--- src/rtl/fptrap_pkg.sv ---
// Shared constants for the FP trap arbiter.
// Assumes the flag order {inexact, underflow, overflow, divzero, invalid}.
package fptrap_pkg;
    localparam int FLAG_W = 5;
    localparam int CODE_W = 7;

    // Flag bit positions on the input vector
    localparam int FLG_INV = 0;
    localparam int FLG_DZE = 1;
    localparam int FLG_FOV = 2;
    localparam int FLG_UNF = 3;
    localparam int FLG_INE = 4;

    // Summary code positions, LSB first: SWC, INV, DZE, FOV, UNF, INE, IOV
    localparam int CODE_SWC  = 0;
    localparam int CODE_BASE = 1;
    localparam int CODE_IOV  = 6;

    typedef logic [FLAG_W-1:0] flags_t;
    typedef logic [CODE_W-1:0] code_t;
endpackage

--- src/rtl/fptrap_policy.sv ---
// Trap policy: picks the flags that trap under the selected mode.
// Assumes the inputs are qualified by exc_valid. The block is purely combinational.
module fptrap_policy
    import fptrap_pkg::*;
(
    input  logic   valid,
    input  flags_t flags,
    input  logic   swc,
    input  flags_t suppress,
    output logic   trap_req,
    output flags_t trap_flags,
    output flags_t sticky_set
);
    flags_t eff;

    // Select the flags that may trap: all of them without completion, unsuppressed ones with it
    always_comb begin
        eff        = swc ? (flags & ~suppress) : flags;
        trap_flags = valid ? eff : '0;
        trap_req   = |trap_flags;
        sticky_set = (valid && swc) ? flags : '0;
    end
endmodule

--- src/rtl/fptrap_encode.sv ---
// Maps IEEE flags onto the hardware summary code.
// SWC and IOV are never raised by this block.
module fptrap_encode
    import fptrap_pkg::*;
(
    input  flags_t flags,
    output code_t  code
);
    // Place each flag at its own code bit
    for (genvar i = 0; i < FLAG_W; i++) begin : g_map
        assign code[CODE_BASE + i] = flags[i];
    end
    assign code[CODE_SWC] = 1'b0;
    assign code[CODE_IOV] = 1'b0;
endmodule

--- src/rtl/fptrap_state.sv ---
// Sticky status and cumulative register-write mask.
// Assumes clear has priority over any same-cycle update. Reset is synchronous and active low.
module fptrap_state
    import fptrap_pkg::*;
#(
    parameter int NREG  = 64,
    localparam int IDX_W = $clog2(NREG)
) (
    input  logic            clk,
    input  logic            rst_n,
    input  logic            clr,
    input  flags_t          sticky_set,
    input  logic            mark,
    input  logic [IDX_W-1:0] idx,
    output flags_t          sticky,
    output logic [NREG-1:0] regmask
);
    logic [NREG-1:0] onehot;

    // Decode the destination index into a single mask bit
    always_comb begin
        onehot = '0;
        onehot[idx] = mark;
    end

    // Accumulate the sticky flags; clear wins
    always_ff @(posedge clk) begin
        if (!rst_n || clr) sticky <= '0;
        else               sticky <= sticky | sticky_set;
    end

    // Accumulate the registers that trapped; clear wins
    always_ff @(posedge clk) begin
        if (!rst_n || clr) regmask <= '0;
        else               regmask <= regmask | onehot;
    end
endmodule

--- src/rtl/fp_trap_arbiter.sv ---
// FP exception trap arbiter top.
// Decides on each strobe whether its flags trap, and registers a one-cycle
// pulse with its summary code. Assumes at most one strobe per cycle.
module fp_trap_arbiter
    import fptrap_pkg::*;
#(
    parameter int NREG  = 64,
    localparam int IDX_W = $clog2(NREG)
) (
    input  logic             clk,
    input  logic             rst_n,
    input  logic             exc_valid,
    input  logic [4:0]       exc_flags,
    input  logic             exc_swc,
    input  logic [IDX_W-1:0] dest_reg,
    input  logic [4:0]       suppress_mask,
    input  logic             clr,
    output logic             trap_pulse,
    output logic [6:0]       trap_code,
    output logic [4:0]       sticky_status,
    output logic [NREG-1:0]  reg_mask
);
    logic   trap_req;
    flags_t trap_flags;
    flags_t sticky_set;
    code_t  code_next;

    fptrap_policy u_policy (
        .valid      (exc_valid),
        .flags      (exc_flags),
        .swc        (exc_swc),
        .suppress   (suppress_mask),
        .trap_req   (trap_req),
        .trap_flags (trap_flags),
        .sticky_set (sticky_set)
    );

    fptrap_encode u_encode (
        .flags (trap_flags),
        .code  (code_next)
    );

    fptrap_state #(.NREG(NREG)) u_state (
        .clk        (clk),
        .rst_n      (rst_n),
        .clr        (clr),
        .sticky_set (sticky_set),
        .mark       (trap_req),
        .idx        (dest_reg),
        .sticky     (sticky_status),
        .regmask    (reg_mask)
    );

    // Register the trap pulse and its code for exactly one cycle
    always_ff @(posedge clk) begin
        if (!rst_n) begin
            trap_pulse <= 1'b0;
            trap_code  <= '0;
        end else begin
            trap_pulse <= trap_req;
            trap_code  <= trap_req ? code_next : '0;
        end
    end
endmodule

--- config.mk ---
export PLATFORM = sky130hd
export DESIGN_NAME = fp_trap_arbiter
export DESIGN_NICKNAME = d
export VERILOG_FILES = /design/src/rtl/fptrap_pkg.sv /design/src/rtl/fptrap_policy.sv /design/src/rtl/fptrap_encode.sv /design/src/rtl/fptrap_state.sv /design/src/rtl/fp_trap_arbiter.sv
export SDC_FILE = /design/constraint.sdc
export NUM_CORES = 1
export LEC_CHECK = 0
export ABC_AREA = 1
export BUFFER_PORTS_ARGS = -buffer_cell sky130_fd_sc_hd__buf_2
export CORE_MARGIN = 1.5
export CORE_UTILIZATION = 45
export CTS_BUF_LIST = sky130_fd_sc_hd__clkbuf_4 sky130_fd_sc_hd__clkbuf_8
export CTS_CLUSTER_DIAMETER = 100
export DETAILED_ROUTE_END_ITERATION = 8
export PLACE_DENSITY = 0.82
export SKIP_CTS_REPAIR_TIMING = 1
export SYNTH_ARGS = -nofsm -noshare
export SYNTH_HDL_FRONTEND = slang
export SYNTH_HIERARCHICAL = 1
export SYNTH_SLANG_ARGS = --single-unit
--- constraint.sdc ---
create_clock -name clk -period 3.6 [get_ports clk]
set_input_delay 0.36 -clock clk [delete_from_list [all_inputs] [get_ports clk]]
set_output_delay 0.36 -clock clk [all_outputs]
set_load 0.01 [all_outputs]
**Word level (Yosys, flattened, before mapping)**

Cells that the tools add are included.

- Register bits after elaboration: 77
- Input port bits: 21
- Output and inout port bits: 77

- $lt $le $gt $ge: 2
- Multiplexer cells: 5
- Bitwise gates (word level): 5
- Reductions and logical operators: 6

Operator list:

| operator | number |
|---|---|
| AND 64 bit | 1 |
| bitwise OR 64 bit | 1 |
| 2-to-1 mux 5 bit | 3 |
| < comparator 6 x 7 -> 1 bit (second input constant) | 1 |
| demux 1 bit (select 6 bit) | 1 |
| >= comparator 6 x 1 -> 1 bit (second input constant) | 1 |
| AND 5 bit | 1 |
| NOT 5 bit | 1 |
| bitwise OR 5 bit | 1 |
| OR reduction 5 bit | 1 |
| logical AND 1 bit | 2 |
| AND reduction 2 bit | 1 |
| zero test 1 bit | 1 |
| logical OR 1 bit | 1 |
| 2-to-1 mux 1 bit | 1 |

**Logic depth before layout (Yosys ltp)**

- Word-level depth: 7
- Depth in mapped cells: 10
- Mapped depth without buffers: 10

**Hierarchy**

The synthesis kept the hierarchy.

Modules (own cells, without submodules):

| module | instances | cells an instance | area each (um^2) | sequential area each (um^2) |
|---|---|---|---|---|
| fptrap_state | 1 | 317 | 2476.1 | 1381.3 |
| fp_trap_arbiter | 1 | 24 | 222.7 | 160.2 |
| fptrap_policy | 1 | 32 | 128.9 | 0.0 |
| fptrap_encode | 1 | 8 | 56.3 | 0.0 |

**Worst setup path before layout**

OpenSTA, ideal clock, no wires.

- Path type: in2reg
- Start: in suppress_mask[3]
- End: reg u_state.regmask[48]
- Data arrival time: 1379 ps
- Required time: 3529 ps
- Path slack: 2150 ps
- Cell stages on the path: 9
- Buffers on the path: 0
- Path through: nand2_1 -> nand3_1 -> nand2_1 -> inv_1 -> nand2_1 -> bufinv_8 -> nor3_4 -> nand2_1 -> a21oi_1

- Word-level cells in the longest chain between the ends: 7

Ends and longest elaborated chain:

| element | RTL line | source |
|---|---|---|
| start: declaration | fp_trap_arbiter.sv:16 | `input logic [4:0] suppress_mask,` |
| NOT 5 bit | fptrap_policy.sv:18 | `eff = swc ? (flags & ~suppress) : flags;` |
| AND 5 bit | fptrap_policy.sv:18 |  |
| 2-to-1 mux 5 bit | fptrap_policy.sv:18 |  |
| 2-to-1 mux 5 bit | fptrap_policy.sv:19 | `trap_flags = valid ? eff : '0;` |
| OR reduction 5 bit | fptrap_policy.sv:20 | `trap_req = \|trap_flags;` |
| via trap_req | fp_trap_arbiter.sv:23 | `logic trap_req;` |
| AND 64 bit (no source line) | n/a |  |
| bitwise OR 64 bit | fptrap_state.sv:35 | `else regmask <= regmask \| onehot;` |
| end signal: assignment | fptrap_state.sv:35 |  |
| end: declaration | fptrap_state.sv:16 | `output logic [NREG-1:0] regmask` |

The timed path passes the listed nets, and every way through them passes these cells.
A chain may end at the register's enable or synchronous reset.

**Worst setup path in the final report**

- Start: in exc_swc
- End: reg u_state.regmask[33]

- Word-level cells in the longest chain between the ends: 5

Ends and longest elaborated chain:

| element | RTL line | source |
|---|---|---|
| start: declaration | fp_trap_arbiter.sv:14 | `input logic exc_swc,` |
| 2-to-1 mux 5 bit | fptrap_policy.sv:18 |  |
| 2-to-1 mux 5 bit | fptrap_policy.sv:19 |  |
| OR reduction 5 bit | fptrap_policy.sv:20 |  |
| via trap_req | fp_trap_arbiter.sv:23 |  |
| AND 64 bit (no source line) | n/a |  |
| bitwise OR 64 bit | fptrap_state.sv:35 |  |

The timed path passes the listed nets, and every way through them passes these cells.

==> impl_metrics.prom <==
# TYPE chip_impl_metric gauge
chip_impl_metric{name="vias_per_cell",unit=""} 4.69
chip_impl_metric{name="post_layout_nonfiller_instances",unit=""} 557
chip_impl_metric{name="critical-path-max-stage-delay",unit="ns"} 0.33
chip_impl_metric{name="setup.reg_to_reg.worst_slack",unit="ns"} 2.97
chip_impl_metric{name="boundaryPins",unit=""} 98
chip_impl_metric{name="worstSkewPairLatency",unit="ns"} 0.34
chip_impl_info{name="critical_path.cell_chain",value="buf_2, nand2_1, nand3_1, nand2_1, inv_1, nand2_1, bufinv_8, nor2_2, nand2_1, a21oi_1"} 1
chip_impl_info{name="cts_tree",value="yes"} 1
chip_impl_metric{name="hold_path_cells",unit=""} 4
chip_impl_metric{name="drt_iter0_markers",unit=""} 128
chip_impl_info{name="status",value="finished, final reports clean"} 1
chip_impl_metric{name="r2r_cells",unit=""} 2
chip_impl_metric{name="postSynthCellCount",unit=""} 381
chip_impl_metric{name="finalCoreUtilization",unit="%"} 59.3
chip_impl_metric{name="ys.warnings.count",unit=""} 6
chip_impl_info{name="worstHoldEndpoint",value="trap_code[5]$_SDFF_PN0_"} 1
chip_impl_info{name="critical_path_class",value="input pin to register"} 1
chip_impl_info{name="clock-root-buffer",value="sky130_fd_sc_hd__clkbuf_8"} 1
chip_impl_metric{name="firstDrtPassIters",unit=""} 5
chip_impl_metric{name="htreeDepth",unit=""} 3
chip_impl_metric{name="clock_tree.buffer_depth",unit=""} 2
chip_impl_metric{name="rows",unit=""} 28
chip_impl_metric{name="ir_drop",unit="V"} 0.000253
chip_impl_metric{name="post_synth_num_cell_types",unit=""} 19
chip_impl_metric{name="floorplan_die_width",unit="um"} 83.1
chip_impl_metric{name="final_design_instance_area_without_fill",unit="sq mm"} 0.00360
chip_impl_metric{name="drive_above_1_share",unit="%"} 26.6
chip_impl_metric{name="clock_pin_transition_on_the_worst_setup_and_hold_timing_paths",unit="ns"} 0.08
chip_impl_metric{name="global_route.usage.total",unit="%"} 20.4
chip_impl_metric{name="first_global_vias",unit=""} 2514
chip_impl_metric{name="hold_viol_final",unit=""} 0
chip_impl_metric{name="static-leakage-power",unit="nW"} 1.68
chip_impl_info{name="critical_path.reg2reg.startpoint",value="u_state/regmask[36]$_SDFF_PP0_"} 1
chip_impl_info{name="holdCritPathClass",value="input pin to register"} 1
chip_impl_metric{name="period_needed",unit="ns"} 1.56
chip_impl_metric{name="cts_made_buffers",unit=""} 9
chip_impl_metric{name="finalSetupViolations",unit=""} 0
chip_impl_metric{name="wire_per_inst",unit="um"} 12.2
chip_impl_metric{name="fin_hold_ws",unit="ns"} 0.279
chip_impl_metric{name="fin_crit_sh",unit="%"} 43.3
chip_impl_metric{name="dieArea",unit="sq mm"} 0.00690
chip_impl_info{name="path_common_cell",value="sky130_fd_sc_hd__nand2_1"} 1
chip_impl_metric{name="coreArea",unit="sq mm"} 0.00606
chip_impl_metric{name="cts.sink_count",unit=""} 77
chip_impl_metric{name="place_hpwl",unit="um"} 5000
chip_impl_info{name="holdCritStartpoint",value="suppress_mask[4]"} 1
chip_impl_info{name="r2r_end",value="u_state/regmask[36]$_SDFF_PP0_"} 1
chip_impl_metric{name="totalWireLength",unit="um"} 6820
chip_impl_info{name="crit_path_start_kind",value="input pin"} 1
chip_impl_metric{name="slew_headroom",unit="%"} 46.9
chip_impl_metric{name="diodes",unit=""} 0
chip_impl_metric{name="drcViolationCount",unit=""} 0
chip_impl_metric{name="ys_seq_elements",unit=""} 77
chip_impl_metric{name="dp.cells",unit=""} 541
chip_impl_metric{name="skew",unit="ns"} 0
chip_impl_metric{name="grt_max_degree",unit=""} 45
chip_impl_metric{name="final_nets",unit=""} 498
chip_impl_metric{name="worstPathBufferInverterCount",unit=""} 3
chip_impl_metric{name="post_dp_cell_area",unit="sq mm"} 0.00340
chip_impl_metric{name="synth-seq-area-share",unit="%"} 53.4
chip_impl_metric{name="avgSynthCellArea",unit="sq um"} 7.57
chip_impl_metric{name="antenna_violating_nets_post_route",unit=""} 0
chip_impl_metric{name="cp.required",unit="ns"} 3.86
chip_impl_metric{name="critPathMaxFanout",unit=""} 8
chip_impl_metric{name="signed_area_change_from_the_synthesized_netlist_to_the_final_layout",unit="%"} 24.7
chip_impl_metric{name="synthesized_area",unit="sq mm"} 0.00288
chip_impl_metric{name="worst-slew-pin-transition",unit="ns"} 0.794
chip_impl_metric{name="starting_density",unit="%"} 47.6
chip_impl_metric{name="cellPowerDensity",unit="mW/mm^2"} 450
chip_impl_info{name="critical-path-slowest-cell",value="sky130_fd_sc_hd__nor2_2"} 1
chip_impl_metric{name="highest_clock_rate",unit="MHz"} 641
chip_impl_metric{name="buffer_ports.inserted",unit=""} 97
chip_impl_metric{name="gp_congestion",unit=""} 0.882
chip_impl_info{name="rsz0062_at_grt",value="no"} 1
chip_impl_metric{name="grt_pass1_wl",unit="um"} 11400
chip_impl_metric{name="maxCapViolCount",unit=""} 0
chip_impl_metric{name="die_height",unit="um"} 83.1
chip_impl_metric{name="critical_path_arrival",unit="ns"} 1.82
chip_impl_info{name="endpoint_kind",value="register"} 1
chip_impl_metric{name="fin_setup_tns",unit="ns"} 0
chip_impl_metric{name="slew_viol_final",unit=""} 0
chip_impl_metric{name="count_of_vias_placed_by_the_detailed_router",unit=""} 2614
chip_impl_info{name="critical_path.top_delay_family",value="simple AND/OR/NAND/NOR gates"} 1
chip_impl_metric{name="gr-total-overflow",unit=""} 0
chip_impl_metric{name="grt_antenna_before_repair",unit=""} 0
## worst reg2reg max path, delay by kind of cell, from the launching register on
family                 cells  cell delay [ns]
buffers and inverters      1             0.06
DFF                        1             0.37
AOI/OAI and AO/OA          1             0.12
## Yosys cell counts (all sizes together)
| library cell | n | area, sq um |
|---|---|---|
| bufinv | 1 | 17.5 |
| a21oi | 61 | 309 |
| clkbuf | 1 | 3.75 |
| nor3 | 4 | 53.8 |
| nand2 | 68 | 258 |
| nand3 | 14 | 70.1 |
| conb | 1 | 3.75 |
| buf | 13 | 77.6 |
| dfxtp | 77 | 1540 |
| inv | 87 | 327 |
| nor2 | 54 | 223 |
## routing by layer
layer  track usage [%]  wire length (um)
met1              24.6              2900
met2              33.5              3320
met3              4.57               406
met5                 0                 0
met4              11.8               201
## how the worst max path moves through the flow
stage                     startpoint                        endpoint  slack [ns]  cells past startpoint
floorplan           suppress_mask[3]  u_state/regmask[48]$_SDFF_PP0_        2.15                      9
global placement           exc_valid  u_state/regmask[39]$_SDFF_PP0_        1.81                     11
detailed placement         exc_valid  u_state/regmask[54]$_SDFF_PP0_        1.70                     11
CTS                        exc_valid  u_state/regmask[39]$_SDFF_PP0_        2.06                     11
global route                 exc_swc  u_state/regmask[39]$_SDFF_PP0_        1.89                     10
finish                       exc_swc  u_state/regmask[33]$_SDFF_PP0_        2.04                     10
## state kept, by name, summed over array words and instances (netlist names)
register / cells
trap_pulse: 1
trap_code: 7
u_state/sticky: 5
u_state/regmask: 64
## logic make-up after synthesis
logic type / synth area share, %
other: 0.130
AO/OA/AOI/OAI: 10.7
buffers and inverters: 14.8
flip-flops: 53.4
AND/OR/NAND/NOR: 21.0
## area by class of cell
cell class | instances | area (sq um)
Inverter | 88 | 344
Sequential cell | 77 | 1540
Timing Repair Buffer | 98 | 493
Clock inverter | 7 | 76.3
Clock buffer | 9 | 124
Multi-Input combinational cell | 203 | 923
Fill cell | 547 | 2460
Tap cell | 75 | 93.8
## per-stage QoR
stage / total power [mW] / worst slack, ns
after floorplan: 0.958 / 2.15
after global placement: 0.991 / 1.81
after detailed placement: 0.994 / 1.70
after CTS: 1.64 / 2.06
after global routing: 1.69 / 1.89
final: 1.62 / 2.04
## report_power, final
part           leakage, nW  switching (mW)  internal (mW)
Sequential           0.622         0.00294          0.859
Clock               0.0954           0.322          0.322
Combinational        0.965          0.0776         0.0348
Total                 1.68           0.403           1.22
## cells in the final DEF, fill, tap and decap left out, drive strengths merged
cell type / count
nor2: 54
dfxtp: 77
clkinvlp: 2
inv: 87
conb: 2
bufinv: 2
clkinv: 4
nand2: 68
nor3: 4
buf: 98
a21oi: 61
nand3: 14
clkbuf: 9
Note: power is estimated with default switching activity, not from simulation.
